**config.mk**
```make
export PLATFORM = sky130hd
export DESIGN_NAME = clk_route_divider
export DESIGN_NICKNAME = d
export VERILOG_FILES = /design/src/rtl/clkdiv_pkg.sv /design/src/rtl/src_pick.sv /design/src/rtl/ratio_lut.sv /design/src/rtl/div_fsm.sv /design/src/rtl/clk_route_divider.sv
export SDC_FILE = /design/constraint.sdc
export NUM_CORES = 1
export LEC_CHECK = 0
export ABC_CLOCK_PERIOD_IN_PS = 3800
export BUFFER_PORTS_ARGS = -buffer_cell sky130_fd_sc_hd__buf_2
export CAP_MARGIN = 5
export CORE_ASPECT_RATIO = 1.1
export CORE_MARGIN = 4
export CORE_UTILIZATION = 55
export CTS_CLUSTER_SIZE = 28
export DETAILED_ROUTE_END_ITERATION = 8
export PLACE_DENSITY = 0.8
export SLEW_MARGIN = 30
export SYNTH_ARGS = -nofsm -noshare
export SYNTH_HDL_FRONTEND = slang
export SYNTH_SLANG_ARGS = --single-unit
```
**constraint.sdc**
```tcl
create_clock -name clk -period 3.8 [get_ports clk]
set_input_delay 0.57 -clock clk [delete_from_list [all_inputs] [get_ports clk]]
set_output_delay 0.57 -clock clk [all_outputs]
set_load 0.01 [all_outputs]
```
**src/rtl/clkdiv_pkg.sv**
```systemverilog
package clkdiv_pkg;
    localparam int SRC_W  = 2;
    localparam int NSRC   = 1 << SRC_W;
    localparam int CODE_W = 4;
    localparam int CNT_W  = 6;
    localparam int KEY_W  = SRC_W + CODE_W;

    typedef enum logic [1:0] {
        ST_OFF = 2'd0,
        ST_HI  = 2'd1,
        ST_LO  = 2'd2
    } div_state_t;

    // Non-linear code to ratio mapping
    function automatic logic [CNT_W-1:0] code_to_ratio(input logic [CODE_W-1:0] c);
        logic [CNT_W-1:0] r;
        unique case (c)
            4'd0:  r = 6'd1;
            4'd1:  r = 6'd2;
            4'd2:  r = 6'd3;
            4'd3:  r = 6'd4;
            4'd4:  r = 6'd5;
            4'd5:  r = 6'd6;
            4'd6:  r = 6'd8;
            4'd7:  r = 6'd9;
            4'd8:  r = 6'd10;
            4'd9:  r = 6'd12;
            4'd10: r = 6'd15;
            4'd11: r = 6'd16;
            4'd12: r = 6'd18;
            4'd13: r = 6'd20;
            4'd14: r = 6'd25;
            default: r = 6'd50;
        endcase
        return r;
    endfunction
endpackage

```
**src/rtl/src_pick.sv**
```systemverilog
module src_pick
    import clkdiv_pkg::*;
(
    input  logic              alt_sel,
    input  logic [SRC_W-1:0]  src_1,
    input  logic [CODE_W-1:0] code_1,
    input  logic [SRC_W-1:0]  src_2,
    input  logic [CODE_W-1:0] code_2,
    input  logic [NSRC-1:0]   ticks,
    output logic [SRC_W-1:0]  src_sel,
    output logic [CODE_W-1:0] code_sel,
    output logic              tick_sel
);
    logic [NSRC-1:0] hit;

    always_comb begin
        src_sel  = alt_sel ? src_2  : src_1;
        code_sel = alt_sel ? code_2 : code_1;
    end

    for (genvar i = 0; i < NSRC; i++) begin : g_hit
        assign hit[i] = ticks[i] && (src_sel == SRC_W'(i));
    end

    assign tick_sel = |hit;
endmodule

```
**src/rtl/ratio_lut.sv**
```systemverilog
module ratio_lut
    import clkdiv_pkg::*;
(
    input  logic [CODE_W-1:0] code,
    output logic [CNT_W-1:0]  ratio,
    output logic [CNT_W-1:0]  high_len
);
    always_comb begin
        ratio    = code_to_ratio(code);
        high_len = (ratio + CNT_W'(1)) >> 1;
    end
endmodule

```
**src/rtl/div_fsm.sv**
```systemverilog
module div_fsm
    import clkdiv_pkg::*;
(
    input  logic             clk,
    input  logic             rst_n,
    input  logic             tick,
    input  logic             pd_active,
    input  logic [KEY_W-1:0] key,
    input  logic [CNT_W-1:0] ratio,
    input  logic [CNT_W-1:0] high_len,
    output logic             div_hi
);
    div_state_t       st_q, st_n;
    logic [CNT_W-1:0] pos_q, pos_n, pos_step;
    logic             restart_q, restart_n, restart_now;
    logic [KEY_W-1:0] key_q;

    assign restart_now = restart_q || (key != key_q);
    assign pos_step    = (pos_q >= ratio - CNT_W'(1)) ? '0 : pos_q + CNT_W'(1);

    // State register
    always_ff @(posedge clk or negedge rst_n) begin
        if (!rst_n) begin
            st_q      <= ST_LO;
            pos_q     <= '0;
            restart_q <= 1'b1;
            key_q     <= '0;
        end else begin
            st_q      <= st_n;
            pos_q     <= pos_n;
            restart_q <= restart_n;
            key_q     <= key;
        end
    end

    // Next state
    always_comb begin
        st_n      = st_q;
        pos_n     = pos_q;
        restart_n = restart_now;
        if (pd_active) begin
            st_n      = ST_OFF;
            pos_n     = '0;
            restart_n = 1'b1;
        end else begin
            unique case (st_q)
                ST_OFF: begin
                    pos_n     = '0;
                    st_n      = tick ? ST_HI : ST_LO;
                    restart_n = !tick;
                end
                ST_HI, ST_LO: begin
                    if (tick) begin
                        if (restart_now) begin
                            pos_n     = '0;
                            st_n      = ST_HI;
                            restart_n = 1'b0;
                        end else begin
                            pos_n = pos_step;
                            st_n  = (pos_step < high_len) ? ST_HI : ST_LO;
                        end
                    end else if (ratio == CNT_W'(1) && st_q == ST_HI) begin
                        st_n = ST_LO;
                    end
                end
                default: begin
                    st_n      = ST_LO;
                    restart_n = 1'b1;
                end
            endcase
        end
    end

    // Outputs
    always_comb begin
        div_hi = (st_q == ST_HI);
    end


    pd_off_chk: assert property (@(posedge clk) disable iff (!rst_n)
        pd_active |=> st_q == ST_OFF);


    restart_hi_chk: assert property (@(posedge clk) disable iff (!rst_n)
        (tick && restart_now && !pd_active) |=> (st_q == ST_HI && pos_q == '0));


    pulse_one_chk: assert property (@(posedge clk) disable iff (!rst_n)
        (ratio == CNT_W'(1) && st_q == ST_HI && !tick && !pd_active) |=> st_q == ST_LO);


    pos_hold_chk: assert property (@(posedge clk) disable iff (!rst_n)
        (!tick && !pd_active && st_q != ST_OFF) |=> $stable(pos_q));
endmodule

```
**src/rtl/clk_route_divider.sv**
```systemverilog
module clk_route_divider
    import clkdiv_pkg::*;
(
    input  logic              clk,
    input  logic              rst_n,
    input  logic [NSRC-1:0]   src_tick,
    input  logic [SRC_W-1:0]  cfg_src_1,
    input  logic [CODE_W-1:0] cfg_code_1,
    input  logic [SRC_W-1:0]  cfg_src_2,
    input  logic [CODE_W-1:0] cfg_code_2,
    input  logic              cfg_pd_en,
    input  logic              alt_sel,
    input  logic              pd_pin,
    input  logic              oe_pin,
    output logic              clk_data,
    output logic              clk_drive_en
);
    logic [SRC_W-1:0]  src_sel;
    logic [CODE_W-1:0] code_sel;
    logic              tick_sel;
    logic [CNT_W-1:0]  ratio, high_len;
    logic              pd_active;
    logic              div_hi;

    assign pd_active = pd_pin && cfg_pd_en;

    src_pick u_pick (
        .alt_sel  (alt_sel),
        .src_1    (cfg_src_1),
        .code_1   (cfg_code_1),
        .src_2    (cfg_src_2),
        .code_2   (cfg_code_2),
        .ticks    (src_tick),
        .src_sel  (src_sel),
        .code_sel (code_sel),
        .tick_sel (tick_sel)
    );

    ratio_lut u_lut (
        .code     (code_sel),
        .ratio    (ratio),
        .high_len (high_len)
    );

    div_fsm u_fsm (
        .clk       (clk),
        .rst_n     (rst_n),
        .tick      (tick_sel),
        .pd_active (pd_active),
        .key       ({src_sel, code_sel}),
        .ratio     (ratio),
        .high_len  (high_len),
        .div_hi    (div_hi)
    );

    assign clk_data     = div_hi && !pd_active;
    assign clk_drive_en = oe_pin;


    pd_low_chk: assert property (@(posedge clk) disable iff (!rst_n)
        pd_active |=> !clk_data);
endmodule

```
# ---- After elaboration in Yosys (flattened, before gate mapping)
# Memory sizes are Yosys's and may differ from the RTL's.
# Cells that the tools add are included.
dict set report word_totals {
  in_bits 22
  register_bits 15
  elab_cells 52
  memories 1
  rom_bits 96
}
dict set report op_classes {
  n_mux 17
  n_eq_ne 9
  n_addsub 3
  magnitude_cmp 2
  reduce_logical 16
}
# name words width rd rd_ports_with_merged_regs wr line_no
set memory_table {}
lappend memory_table {{(name not given)} 16 6 1 0 0 clkdiv_pkg.sv:17} ;# unique case (c)
# cell count
set op_table {}
lappend op_table {{2-to-1 mux 6 bit} 4}
lappend op_table {{2-to-1 mux 2 bit} 7}
lappend op_table {{adder 6 x 1 -> 6 bit, second input constant} 2}
lappend op_table {{case mux 6 bit (2 select lines)} 1}
lappend op_table {{logical AND 1 bit} 7}
lappend op_table {{equality test 2 bit, second input constant} 3}
lappend op_table {{equality test 6 x 1 -> 1 bit, second input constant} 1}
lappend op_table {{>= comparator 6 bit} 1}
lappend op_table {{less-than comparator 6 x 5 -> 1 bit} 1}
lappend op_table {{inequality test 6 bit} 1}
lappend op_table {{subtractor 6 x 1 -> 6 bit, second input constant} 1}
lappend op_table {{equality test 2 x 1 -> 1 bit, second input constant} 2}
lappend op_table {{logical NOT 2 bit} 2}
lappend op_table {{2-to-1 mux 4 bit} 1}
lappend op_table {{inequality test 4 x 2 -> 1 bit, second input constant} 1}
lappend op_table {{case mux 2 bit (2 select lines)} 1}
lappend op_table {{OR reduction 4 bit} 1}
lappend op_table {{inequality test 3 x 2 -> 1 bit, second input constant} 1}
lappend op_table {{nonzero test 3 bit} 1}
lappend op_table {{logical NOT 1 bit} 2}
lappend op_table {{2-to-1 mux 1 bit} 2}
lappend op_table {{case mux 1 bit (2 select lines)} 1}
lappend op_table {{AND reduction 2 bit} 1}
lappend op_table {{OR reduction 2 bit} 1}
lappend op_table {{logical OR 1 bit} 1}

# ---- Depth between registers and ports, before layout
# Gate-level depths: netlist of run 1.
# An unclocked memory read counts as a cell.
dict set report logic_depth {
  word_depth 11
  depth_mapped 23
}

# ---- Hierarchy
# A second synthesis of run 1 with hierarchy kept.
dict set report unflattened {
  cells_unflattened 180
  area_unflattened_um2 1657.8
}
# module cells_each seq_area_each_um2 n_inst area_per_inst_um2
set modules_own_cells {}
lappend modules_own_cells {div_fsm 133 377.9 1 1224.9}
lappend modules_own_cells {ratio_lut 33 0.0 1 287.8}
lappend modules_own_cells {src_pick 11 0.0 1 123.9}
lappend modules_own_cells {clk_route_divider 3 0.0 1 21.3}

# ---- Worst setup path before layout of run 1
# No wires, ideal clock.
dict set report synth_path {
  kind {in2reg}
  startpoint {in alt_sel}
  endpoint {reg u_fsm.st_q[0]}
  stages 23
  required_time_ps 3669
  setup_slack_ps -905
  t_arrival_ps 4574
  cell_sequence {buf_6 mux2i_2 inv_1 ha_1 inv_1 mux2i_1 nand2_1 nand2_1 ha_1 inv_1 ha_1 nor3_1 a2111oi_2 o41ai_2 nand2b_1 a21oi_1 ha_1 nand3_1 or3b_2 a31oi_1 a211oi_1 nor3_1 o22ai_1}
}
dict set report synth_between {
  elab_chain_len 11
  elab_cells_between_ends 28
}
# element line_no
set synth_lines {}
lappend synth_lines {{start: declaration} clk_route_divider.sv:12} ;# input logic alt_sel,
lappend synth_lines {{2-to-1 mux 4 bit (*)} src_pick.sv:18} ;# code_sel = alt_sel ? code_2 : code_1;
lappend synth_lines {{named net code_sel[1]} clk_route_divider.sv:19} ;# logic [CODE_W-1:0] code_sel;
lappend synth_lines {{memory read (16 x 6 bit)} --}
lappend synth_lines {{subtractor 6 x 1 -> 6 bit} div_fsm.sv:19} ;# assign pos_step = (pos_q >= ratio - CNT_W'(1)) ? '0 : pos_q + CNT_W'(1);
lappend synth_lines {{>= comparator 6 bit} div_fsm.sv:19}
lappend synth_lines {{2-to-1 mux 6 bit} div_fsm.sv:19}
lappend synth_lines {{less-than comparator 6 x 5 -> 1 bit} div_fsm.sv:60} ;# st_n = (pos_step < high_len) ? ST_HI : ST_LO;
lappend synth_lines {{2-to-1 mux 2 bit} div_fsm.sv:60}
lappend synth_lines {{2-to-1 mux 2 bit} div_fsm.sv:54} ;# if (restart_now) begin
lappend synth_lines {{2-to-1 mux 2 bit} div_fsm.sv:53} ;# if (tick) begin
lappend synth_lines {{case mux 2 bit (2 select lines)} div_fsm.sv:46} ;# unique case (st_q)
lappend synth_lines {{2-to-1 mux 2 bit} div_fsm.sv:41} ;# if (pd_active) begin
lappend synth_lines {{end signal: assignment} div_fsm.sv:29} ;# st_q <= st_n;
lappend synth_lines {{end: declaration} div_fsm.sv:13} ;# div_state_t st_q, st_n;
# Mark *: on every way through the listed nets, which the timed path passes. The rest lies on a longest branch.
# A chain may end at the register's enable or synchronous reset.

# ---- Final worst setup path of run 1
dict set report layout_path {
  startpoint {in alt_sel}
  endpoint {reg u_fsm.st_q[1]}
}
dict set report layout_between {
  elab_chain_len 11
  elab_cells_between_ends 28
}
# element line_no
set layout_lines {}
lappend layout_lines {{2-to-1 mux 4 bit} src_pick.sv:18}
lappend layout_lines {{memory read (16 x 6 bit)} --}
lappend layout_lines {{subtractor 6 x 1 -> 6 bit} div_fsm.sv:19}
lappend layout_lines {{>= comparator 6 bit} div_fsm.sv:19}
lappend layout_lines {{2-to-1 mux 6 bit} div_fsm.sv:19}
lappend layout_lines {{less-than comparator 6 x 5 -> 1 bit} div_fsm.sv:60}
lappend layout_lines {{2-to-1 mux 2 bit} div_fsm.sv:60}
lappend layout_lines {{2-to-1 mux 2 bit} div_fsm.sv:54}
lappend layout_lines {{2-to-1 mux 2 bit} div_fsm.sv:53}
lappend layout_lines {{case mux 2 bit (2 select lines)} div_fsm.sv:46}
lappend layout_lines {{2-to-1 mux 2 bit} div_fsm.sv:41}
# Several ways; a longest one is shown, not always the timed one.

==> flow_summary.json, run 1 <==
{
  "dpl_cell_area_sq_um": 1960,
  "power.density_nw_per_um2": 340,
  "cts_tree": "yes",
  "layout_common_cells": "34 x buf_4, 20 x buf_2, 16 x nand2_1, 16 x ha_1, 13 x dfrtp_1",
  "worstPathRequired_ns": 4.03,
  "dp_hpwl_um": 3200,
  "dieArea_sq_um": 3860,
  "clock-sinks": 15,
  "finalSetupViolCount": 2,
  "relSlewSlack_pct": 48.6,
  "grt_max_degree": 16,
  "cts-root-buf": "clkbuf_4",
  "synth_warnings": 0,
  "drv_cap": 0,
  "synth_top_family_by_area": "compound AO/OA/AOI/OAI gates",
  "synth_compound_area_share_pct": 21.0,
  "final_common_cell": "buf_4",
  "yosys.cell_types.count": 47,
  "die_h_um": 64.7,
  "clock.fmax_mhz": 232,
  "via_per_inst": 6.22,
  "nNetsFinal": 276,
  "via_count": 1655,
  "finClkSkew_ns": 0.00628,
  "ys_async_sr_fraction_pct": 100,
  "setup_ws_ns": -0.510,
  "outcome": "finished, violations left",
  "violations": "setup timing",
  "die-width_um": 59.6,
  "initial_core_util_pct": 57.9,
  "tightest_slew_ns": 0.771,
  "period_share_pct": 113,
  "cts.clk_slew.worst_paths_ns": 0.09,
  "antennaDiodeCount": 0,
  "final_max_slew_viol_count": 0,
  "synth-seq-cells": 15,
  "dr.pass1.iters": 4,
  "start_kind": "primary input",
  "routed_wirelength_um": 4670,
  "postRouteAntennaNets": 0,
  "yosys.area_share.adder_pct": 15.6,
  "fin_tns_setup_ns": -0.968,
  "met2WireLength_um": 2450,
  "p_leak_nw": 0.977,
  "grt_pass1_vias": 1650,
  "syn-instance-count": 177,
  "cp_max_fo": 4,
  "postLayoutCellArea_sq_um": 2160,
  "crit_arrival_ns": 4.54,
  "htreeDepth": 1,
  "synth-main-ff-cell": "dfrtp_1",
  "dr.max_layer_used": "met4",
  "synth-simple-area-share_pct": 17.0,
  "finalCriticalPeriod_ns": 4.31,
  "io_buffers": 21,
  "gp_congestion": 0.906,
  "syn_avg_cell_area_sq_um": 9.09,
  "synth_mux_area_share_pct": 11.1,
  "core-area_sq_um": 2780,
  "ioPinCount": 24,
  "grt_overflow": 0,
  "met3_wirelength_um": 331,
  "synth_nets": 219,
  "dp_slack_ns": -0.967,
  "synth_edf_count": 0,
  "ys_seq_area_share_pct": 23.5,
  "syn_area_sq_um": 1610,
  "rows": 20,
  "drt-initial-drc-count": 110,
  "post_drt_wl_per_cell_um": 17.5,
  "grt_pass1_wl_um": 7230,
  "antenna_found_initial": 0,
  "ctsLongestPathBuffers": 2,
  "gr-usage-all-layers_pct": 24.9,
  "path_class": "primary input to register",
  "wl_met1_um": 1650,
  "vdd_drop_max_mv": 0.241,
  "critPathCaptureType": "register",
  "numCtsBuffers": 3,
  "drc": 0,
  "rsz0062_at_grt": "yes",
  "synth_xor_xnor_area_share_pct": 5.99,
  "finalHoldViolations": 0,
  "area_delta_synth_final_pct": 34.4,
  "final_layout_size_suffix_gt1_share_pct": 44.2,
  "hold_class": "primary input to async pin",
  "clk-insertion-delay-late_ns": 0.30
}
## logic make-up after synthesis
logic type | Yosys count
adder cells (fa/ha/maj) | 20
flip-flops | 15
multiplexers | 12
AO/OA/AOI/OAI | 49
XOR/XNOR | 11
AND/OR/NAND/NOR | 53
buffers and inverters | 17
## worst max-delay path, stage by stage
cell	delay [ns]
buf_12	0.11
mux2i_4	0.20
buf_6	0.13
ha_4	0.29
inv_4	0.05
o211ai_1	0.13
o2111ai_2	0.21
nor2_2	0.15
buf_4	0.13
xnor2_1	0.06
ha_1	0.32
nand2_2	0.07
a2111oi_4	0.31
o41ai_2	0.16
nand2b_1	0.22
a21oi_2	0.06
ha_1	0.32
nand3_2	0.09
or3b_4	0.39
a31oi_4	0.17
a211oi_2	0.10
a2bb2oi_1	0.14
mux2i_1	0.15
## routing by layer
metal / GRT usage [%] / vias to the layer above
li1: - / 760
met1: 24.8 / 772
met2: 45.9 / 95
met3: 5.18 / 28
met4: 14.1 / 0
met5: 0 / -
## synthesized netlist by cell type (4+ instances only)
master / n / share of area, %
a21o_1: 4 / 1.9
nand2_1: 19 / 4.4
xnor2_1: 9 / 4.9
a21oi_1: 11 / 3.4
inv_1: 10 / 2.3
nor2_1: 5 / 1.2
dfrtp_1: 13 / 20
mux2i_4: 4 / 5.6
ha_1: 20 / 16
nand3_1: 7 / 2.2
o21ai_2: 4 / 2.2
a211oi_1: 4 / 1.9
o21ai_0: 9 / 2.8
mux2i_1: 5 / 3.1
## power breakdown
| group | switching (mW) | internal, mW |
|---|---|---|
| Sequential | 0.0131 | 0.186 |
| Combinational | 0.236 | 0.203 |
| Clock | 0.0557 | 0.0410 |
| Total | 0.305 | 0.430 |
## flip-flops by register name (all words and copies together) (netlist names)
name	flops
u_fsm.restart_q	1
u_fsm.st_q	2
u_fsm.key_q	6
u_fsm.pos_q	6
## stage by stage
| stage | util (%) | hold slack, ns | total power, mW | cells |
|---|---|---|---|---|
| floorplan | - | 0.274 | 0.463 | 177 |
| global placement | 70.4 | 0.485 | 0.554 | 251 |
| detailed placement | 70.4 | 0.503 | 0.573 | 251 |
| CTS | 76.1 | 0.176 | 0.707 | 262 |
| global route | 77.8 | 0.182 | 0.784 | 266 |
| finish | 77.8 | 0.166 | 0.735 | 266 |
## area by class of cell
type / count / area [sq um]
inverter: 13 / 56.3
timing repair buffer: 56 / 387
fill: 152 / 616
sequential: 15 / 378
clock buffer: 4 / 26.3
multi-input combinational: 145 / 1270
tap: 33 / 41.3
## worst paths after layout
kind	start	endpoint	slack, ns	cells after the start
setup / recovery	alt_sel	u_fsm.st_q[1]$_DFFE_PN1P_	-0.51	23
hold / removal	rst_n	u_fsm.key_q[1]$_DFF_PN0_	0.17	1
setup reg to reg	u_fsm.pos_q[3]$_DFFE_PN0P_	u_fsm.st_q[1]$_DFFE_PN1P_	0.76	13
hold reg to reg	u_fsm.pos_q[5]$_DFFE_PN0P_	u_fsm.pos_q[5]$_DFFE_PN0P_	0.59	2
max in group asynchronous	rst_n	u_fsm.st_q[1]$_DFFE_PN1P_	3.32	1
min in group clk	cfg_src_2[0]	u_fsm.key_q[4]$_DFF_PN0_	0.53	3
## repair_timing
item / in CTS / in global routing
hold buffers: 0 / 0
setup buffers: 7 / 4
pin swaps: 7 / 7
resized for setup: 20 / 4
setup endpoints to repair: 2 / 2
Power figures use the tool's default switching activity.
==> run 2, diff against run 1 <==
GPL_TIMING_DRIVEN = 0   (was default)
==> run 2 against run 1 <==
  * The run still ends with setup timing left
  * Design area fell by 0.64%
  * Clock-buffer cell count did not move
  * Routed wire length fell by 3.6%
  * First-iteration DRC count fell by 15%
  * Worst hold slack got worse by 0.0026 ns
  * Critical path type unchanged
  * Global-route usage fell by 0.23 points
  * Die area did not move
  * Clock power fell by 2.6%
  * Critical path depth fell by 2
  * Sequential power barely moved
  * Register-to-register slack barely moved
  * Maximum frequency fell by 1.5%
==> flow_summary.json, run 2 (same netlist as run 1, synthesis figures left out) <==
{
  "outcome": "finished, violations left",
  "violations": "setup timing",
  "path_class": "primary input to register",
  "clk-insertion-delay-late_ns": 0.30,
  "ctsLongestPathBuffers": 2,
  "tightest_slew_ns": 0.744,
  "clock-sinks": 15,
  "via_per_inst": 6.09,
  "routed_wirelength_um": 4500,
  "final_max_slew_viol_count": 0,
  "die-width_um": 59.6,
  "drv_cap": 0,
  "ioPinCount": 24,
  "final_layout_size_suffix_gt1_share_pct": 45.3,
  "grt_max_degree": 16,
  "numCtsBuffers": 3,
  "via_count": 1558,
  "fin_util_pct": 77.3,
  "antenna_found_initial": 0,
  "finalCriticalPeriod_ns": 4.37,
  "dr.pass1.iters": 4,
  "worstPathRequired_ns": 4.01,
  "total_power_uw": 739,
  "initial_core_util_pct": 57.9,
  "cp_max_fo": 5,
  "vdd_drop_max_mv": 0.292,
  "critPathCaptureType": "register",
  "area_delta_synth_final_pct": 33.5,
  "regToRegSetupSlack_ns": 0.77,
  "grt_pass1_vias": 1695,
  "nNetsFinal": 266,
  "drt-initial-drc-count": 93,
  "postRouteAntennaNets": 0,
  "final_common_cell": "buf_2",
  "start_kind": "primary input",
  "drc": 0,
  "die_h_um": 64.7,
  "gp_congestion": 0.935,
  "relSlewSlack_pct": 50.4,
  "io_buffers": 21,
  "grt_pass1_wl_um": 7310,
  "dp_slack_ns": -1.14,
  "layout_common_cells": "21 x buf_2, 20 x buf_4, 16 x nand2_1, 16 x ha_1, 13 x dfrtp_1",
  "p_leak_nw": 0.941,
  "finalHoldViolations": 0,
  "core-area_sq_um": 2780,
  "gr-usage-all-layers_pct": 24.6,
  "finClkSkew_ns": 0.0102,
  "setup_ws_ns": -0.574,
  "dp_hpwl_um": 3020,
  "htreeDepth": 1,
  "power.density_nw_per_um2": 344,
  "dieArea_sq_um": 3860,
  "finalSetupViolCount": 2,
  "reg_top3": "u_fsm.key_q x6, u_fsm.pos_q x6, u_fsm.st_q x2",
  "rsz0062_at_grt": "yes",
  "hold_buffers": 0,
  "clock.fmax_mhz": 229,
  "hold_class": "primary input to async pin",
  "post_drt_wl_per_cell_um": 17.6,
  "cts_tree": "yes",
  "cts.clk_slew.worst_paths_ns": 0.09,
  "cts-root-buf": "clkbuf_4",
  "period_share_pct": 115,
  "rows": 20,
  "crit_arrival_ns": 4.58,
  "nFillCells": 166,
  "grt_overflow": 0,
  "antennaDiodeCount": 0
}
[run 2: cell types whose count changed in the layout (fill, tap and decap cells not counted), sizes merged]
cell    delta
clkbuf     +1
clkinv     +1
buf       -11
inv        -1
[run 2: per-layer routing]
layer / track usage (%) / wire, um / vias up
li1: - / - / 726
met5: 0 / 0 / -
met2: 46.2 / 2350 / 68
met3: 5.38 / 306 / 21
met4: 11.9 / 219 / 0
met1: 24.7 / 1620 / 743
[run 2: critical path, cell delays in order]
cell and delay (ns):
buf_12 0.11, mux2i_4 0.30, buf_6 0.15, ha_4 0.21, o21ai_0 0.34, a21oi_2 0.15, ha_4 0.29, inv_2 0.04
ha_4 0.25, nor2_2 0.04, a2111oi_4 0.33, o41ai_2 0.16, nand2b_2 0.16, a21oi_2 0.07, ha_1 0.31, nand3_2 0.09
or3b_4 0.39, a31oi_4 0.22, a211oi_4 0.11, a2bb2oi_1 0.15, mux2i_1 0.18
[run 2: cell type report]
class | instances | area, sq um | area share [%]
Multi-Input combinational cell | 145 | 1320 | 61.5
Sequential cell | 15 | 378 | 17.6
Timing Repair Buffer | 42 | 270 | 12.6
Inverter | 13 | 58.8 | 2.74
Buffer | 4 | 52.6 | 2.45
Tap cell | 33 | 41.3 | 1.92
Clock buffer | 4 | 26.3 | 1.22
[run 2: where the power goes]
part / internal [mW] / switching [mW] / leakage (nW) / total, mW
logic: 0.203 / 0.241 / 0.738 / 0.444
clock network: 0.0409 / 0.0534 / 0.0150 / 0.0943
registers: 0.186 / 0.0147 / 0.188 / 0.201
total: 0.430 / 0.309 / 0.941 / 0.739
[run 2: through the flow]
stage	instances	hold slack (ns)	area, sq um	TNS [ns]
detailed placement	231	0.495	1830	-2.24
finish	256	0.163	2150	-1.13
CTS	254	0.174	2100	-0.741
global route	256	0.184	2150	-1.35
global placement	231	0.485	1830	-1.96
floorplan	177	0.274	1680	-1.08
[run 2: path summary, 6_finish.rpt]
| check | end | cells after the start | startpoint |
|---|---|---|---|
| min reg2reg | u_fsm.pos_q[5]$_DFFE_PN0P_ | 2 | u_fsm.pos_q[5]$_DFFE_PN0P_ |
| max reg2reg | u_fsm.st_q[1]$_DFFE_PN1P_ | 13 | u_fsm.pos_q[4]$_DFFE_PN0P_ |
| min in group clk | u_fsm.pos_q[5]$_DFFE_PN0P_ | 2 | u_fsm.pos_q[5]$_DFFE_PN0P_ |
| min | u_fsm.key_q[0]$_DFF_PN0_ | 1 | rst_n |
| max | u_fsm.st_q[1]$_DFFE_PN1P_ | 21 | alt_sel |
| max in group asynchronous | u_fsm.st_q[1]$_DFFE_PN1P_ | 1 | rst_n |
[run 2: timing repair]
| action | 4_1_cts | 5_1_grt |
|---|---|---|
| pin swaps | 9 | 1 |
| setup buffers | 19 | 2 |
| setup endpoints to repair | 2 | 2 |
| resized for setup | 25 | 7 |
==> run 3, diff against run 2 <==
ABC_CLOCK_PERIOD_IN_PS = 5150   (was 3800)
SYNTH_HIERARCHICAL = 1   (was default)
clock period = 5.15 ns   (was 3.8 ns; I/O delays follow)
==> run 3 against run 2 <==
  * The flow now finishes without violations
  * Via count down 11%
  * Worst setup slack better by 0.78 ns
  * Die area up 2.6%
  * Global-route usage down 5.4 points
  * First-iteration DRC count down 43%
==> flow_summary.json, run 3 <==
{
  "outcome": "completed",
  "ctsLongestPathBuffers": 2,
  "grt_overflow": 0,
  "nNetsFinal": 252,
  "yosys.cell_types.count": 49,
  "p_leak_nw": 0.901,
  "regToRegSetupSlack_ns": 2.18,
  "ioPinCount": 24,
  "postRouteAntennaNets": 0,
  "rsz0062_at_grt": "no",
  "htreeDepth": 1,
  "post_drt_wl_per_cell_um": 14.0,
  "finalNonFillerCells": 240,
  "dp_hpwl_um": 2840,
  "syn-instance-count": 180,
  "final_layout_size_suffix_gt1_share_pct": 25.1,
  "dp_slack_ns": -0.471,
  "p_switching_uw": 194,
  "finClkSkew_ns": 0.00148,
  "power.density_nw_per_um2": 253,
  "critPathCaptureType": "register",
  "final_max_slew_viol_count": 0,
  "die_h_um": 65.6,
  "path_class": "primary input to register",
  "cts.clk_slew.worst_paths_ns": 0.08,
  "grt_max_degree": 16,
  "area_delta_synth_final_pct": 13.7,
  "synthTopCellsByCount": "22 x ha_1, 19 x inv_1, 14 x xnor2_1, 13 x dfrtp_1",
  "dp_cells": 234,
  "reg2reg_depth": 11,
  "dieArea_sq_um": 3960,
  "cts_tree": "yes",
  "synth_top_area_cell": "dfrtp_1",
  "finalCriticalPeriod_ns": 4.94,
  "antenna_found_initial": 0,
  "seqPwrFrac_pct": 31.5,
  "routed_wirelength_um": 3370,
  "worstPathRequired_ns": 5.31,
  "start_kind": "primary input",
  "nFillCells": 222,
  "synth_top_area_share_pct": 19.6,
  "gp_congestion": 0.799,
  "relSlewSlack_pct": 63.4,
  "period_share_pct": 95.9,
  "whs_ns": 0.386,
  "clk-insertion-delay-late_ns": 0.28,
  "synth-main-ff-cell": "dfrtp_1",
  "comb_power_share_pct": 54.7,
  "dr.pass1.iters": 4,
  "synth-seq-cells": 15,
  "ys_seq_area_share_pct": 22.8,
  "grt_pass1_wl_um": 5890,
  "p_int_uw": 282,
  "reg_top3": "u_fsm/key_q x6, u_fsm/pos_q x6, u_fsm/st_q x2",
  "total_power_uw": 476,
  "via_count": 1389,
  "switching_share_pct": 40.7,
  "r2r-start": "u_fsm/pos_q[5]$_DFFE_PN0P_",
  "io_buffers": 21,
  "syn_avg_cell_area_sq_um": 9.21,
  "antennaDiodeCount": 0,
  "drc": 0,
  "synth_warnings": 6,
  "clock-sinks": 15,
  "syn_area_sq_um": 1660,
  "yosysMostFrequentCell": "ha_1",
  "core-area_sq_um": 2830,
  "synth_nets": 224,
  "crit_arrival_ns": 5.10,
  "drv_cap": 0,
  "die-width_um": 60.3,
  "hold_buffers": 0,
  "initial_core_util_pct": 58.6,
  "clkPwrFrac_pct": 13.7,
  "rows": 20,
  "ys_async_sr_fraction_pct": 100,
  "finalHoldViolations": 0,
  "grt_pass1_vias": 1404,
  "numCtsBuffers": 3,
  "clock.fmax_mhz": 202,
  "synth_edf_count": 0,
  "gr-usage-all-layers_pct": 19.3,
  "drt-initial-drc-count": 53,
  "cts-root-buf": "clkbuf_4",
  "setup_ws_ns": 0.210,
  "hold_class": "primary input to async pin",
  "finalSetupViolCount": 0,
  "reg2reg_to": "u_fsm/st_q[0]$_DFFE_PN0P_",
  "via_per_inst": 5.79,
  "layout_common_cells": "21 x buf_2, 21 x ha_1, 18 x inv_1",
  "cp_max_fo": 6,
  "tightest_slew_ns": 0.550,
  "synthTopCellsByArea": "dfrtp_1 20%, ha_1 17%, xnor2_1 7.4%",
  "vdd_drop_max_mv": 0.203
}
[run 3: cell count changes in the layout (fill, tap and decap cells not counted), sizes merged, moves of 5 or more]
cell and delta:
o21ai -7, nor2 +5, xnor2 +5, buf -16
mux2 +5, a21oi -5, inv +7, nand2 -9
[run 3: metrics by stage]
step | TNS (ns) | util (%) | cell area [sq um]
3_5_place_dp | -0.888 | 63.8 | 1800
5_1_grt | 0 | 66.6 | 1880
4_1_cts | 0 | 64.9 | 1830
3_3_place_gp | -0.583 | 63.8 | 1800
6_report | 0 | 66.6 | 1880
2_1_floorplan | 0 | - | 1660
[run 3: worst max-delay path by stage]
| stage | from | slack [ns] | depth (start not counted) | to |
|---|---|---|---|---|
| 6_report | alt_sel | 0.21 | 19 | u_fsm/st_q[0]$_DFFE_PN0P_ |
| 5_1_grt | alt_sel | 0.002 | 19 | u_fsm/st_q[0]$_DFFE_PN0P_ |
| 4_1_cts | alt_sel | 0.03 | 19 | u_fsm/st_q[0]$_DFFE_PN0P_ |
| 3_5_place_dp | alt_sel | -0.47 | 19 | u_fsm/st_q[0]$_DFFE_PN0P_ |
| 3_3_place_gp | alt_sel | -0.30 | 19 | u_fsm/st_q[0]$_DFFE_PN0P_ |
| 2_1_floorplan | alt_sel | 0.12 | 19 | u_fsm/st_q[0]$_DFFE_PN0P_ |
[run 3: critical path, cell delays in order]
cell and delay (ns):
buf_6 0.12, mux2_4 0.36, ha_4 0.30, inv_1 0.04
mux4_2 0.48, or3_1 0.38, nor3_2 0.14, xnor2_1 0.15
ha_1 0.30, a21o_1 0.23, a31oi_2 0.19, o21ai_2 0.13
nor2_1 0.12, ha_1 0.26, a21o_1 0.19, a21oi_1 0.19
and4b_1 0.21, a221oi_1 0.13, o41ai_1 0.41
[run 3: cells by family (layout without fill, tap and decap cells)]
group	after synthesis	count (layout)	share of synthesized area, %
compound gates	36	36	16.1
xor+xnor	18	18	9.51
fa+ha+maj	22	22	16.6
buf+inv	27	54	8.38
flops	15	15	22.8
mux	14	14	11.4
other cells	1	1	0.226
simple gates	47	47	15.0
[run 3: metal layers]
metal / up-vias / global-route usage (%) / routed length (um)
li1: 693 / - / -
met1: 653 / 21.7 / 1330
met2: 37 / 36.4 / 1840
met3: 6 / 2.36 / 157
met4: 0 / 5.82 / 40
met5: - / 0 / 0
[run 3: repair_timing]
action	4_1_cts	5_1_grt
buffers inserted	0	2
setup endpoints to repair	2	2
pin swaps	1	1
resized for setup	4	8
[run 3: area by class of cell]
type / count / area (sq um) / share of cell area, %
sequential: 15 / 378 / 20.1
tap: 33 / 41.3 / 2.19
timing repair buffer: 23 / 120 / 6.37
buffer: 8 / 67.6 / 3.59
inverter: 19 / 71.3 / 3.78
multi-input combinational: 138 / 1180 / 62.6
clock buffer: 4 / 26.3 / 1.39
[run 3: power groups by stage]
| stage | Combinational [mW] | Sequential [mW] | Clock, mW |
|---|---|---|---|
| final | 0.260 | 0.150 | 0.0654 |
| after global routing | 0.292 | 0.152 | 0.0753 |
| after CTS | 0.249 | 0.150 | 0.0681 |
| after detailed placement | 0.245 | 0.152 | 0 |
| after global placement | 0.232 | 0.151 | 0 |
| after floorplan | 0.192 | 0.148 | 0 |
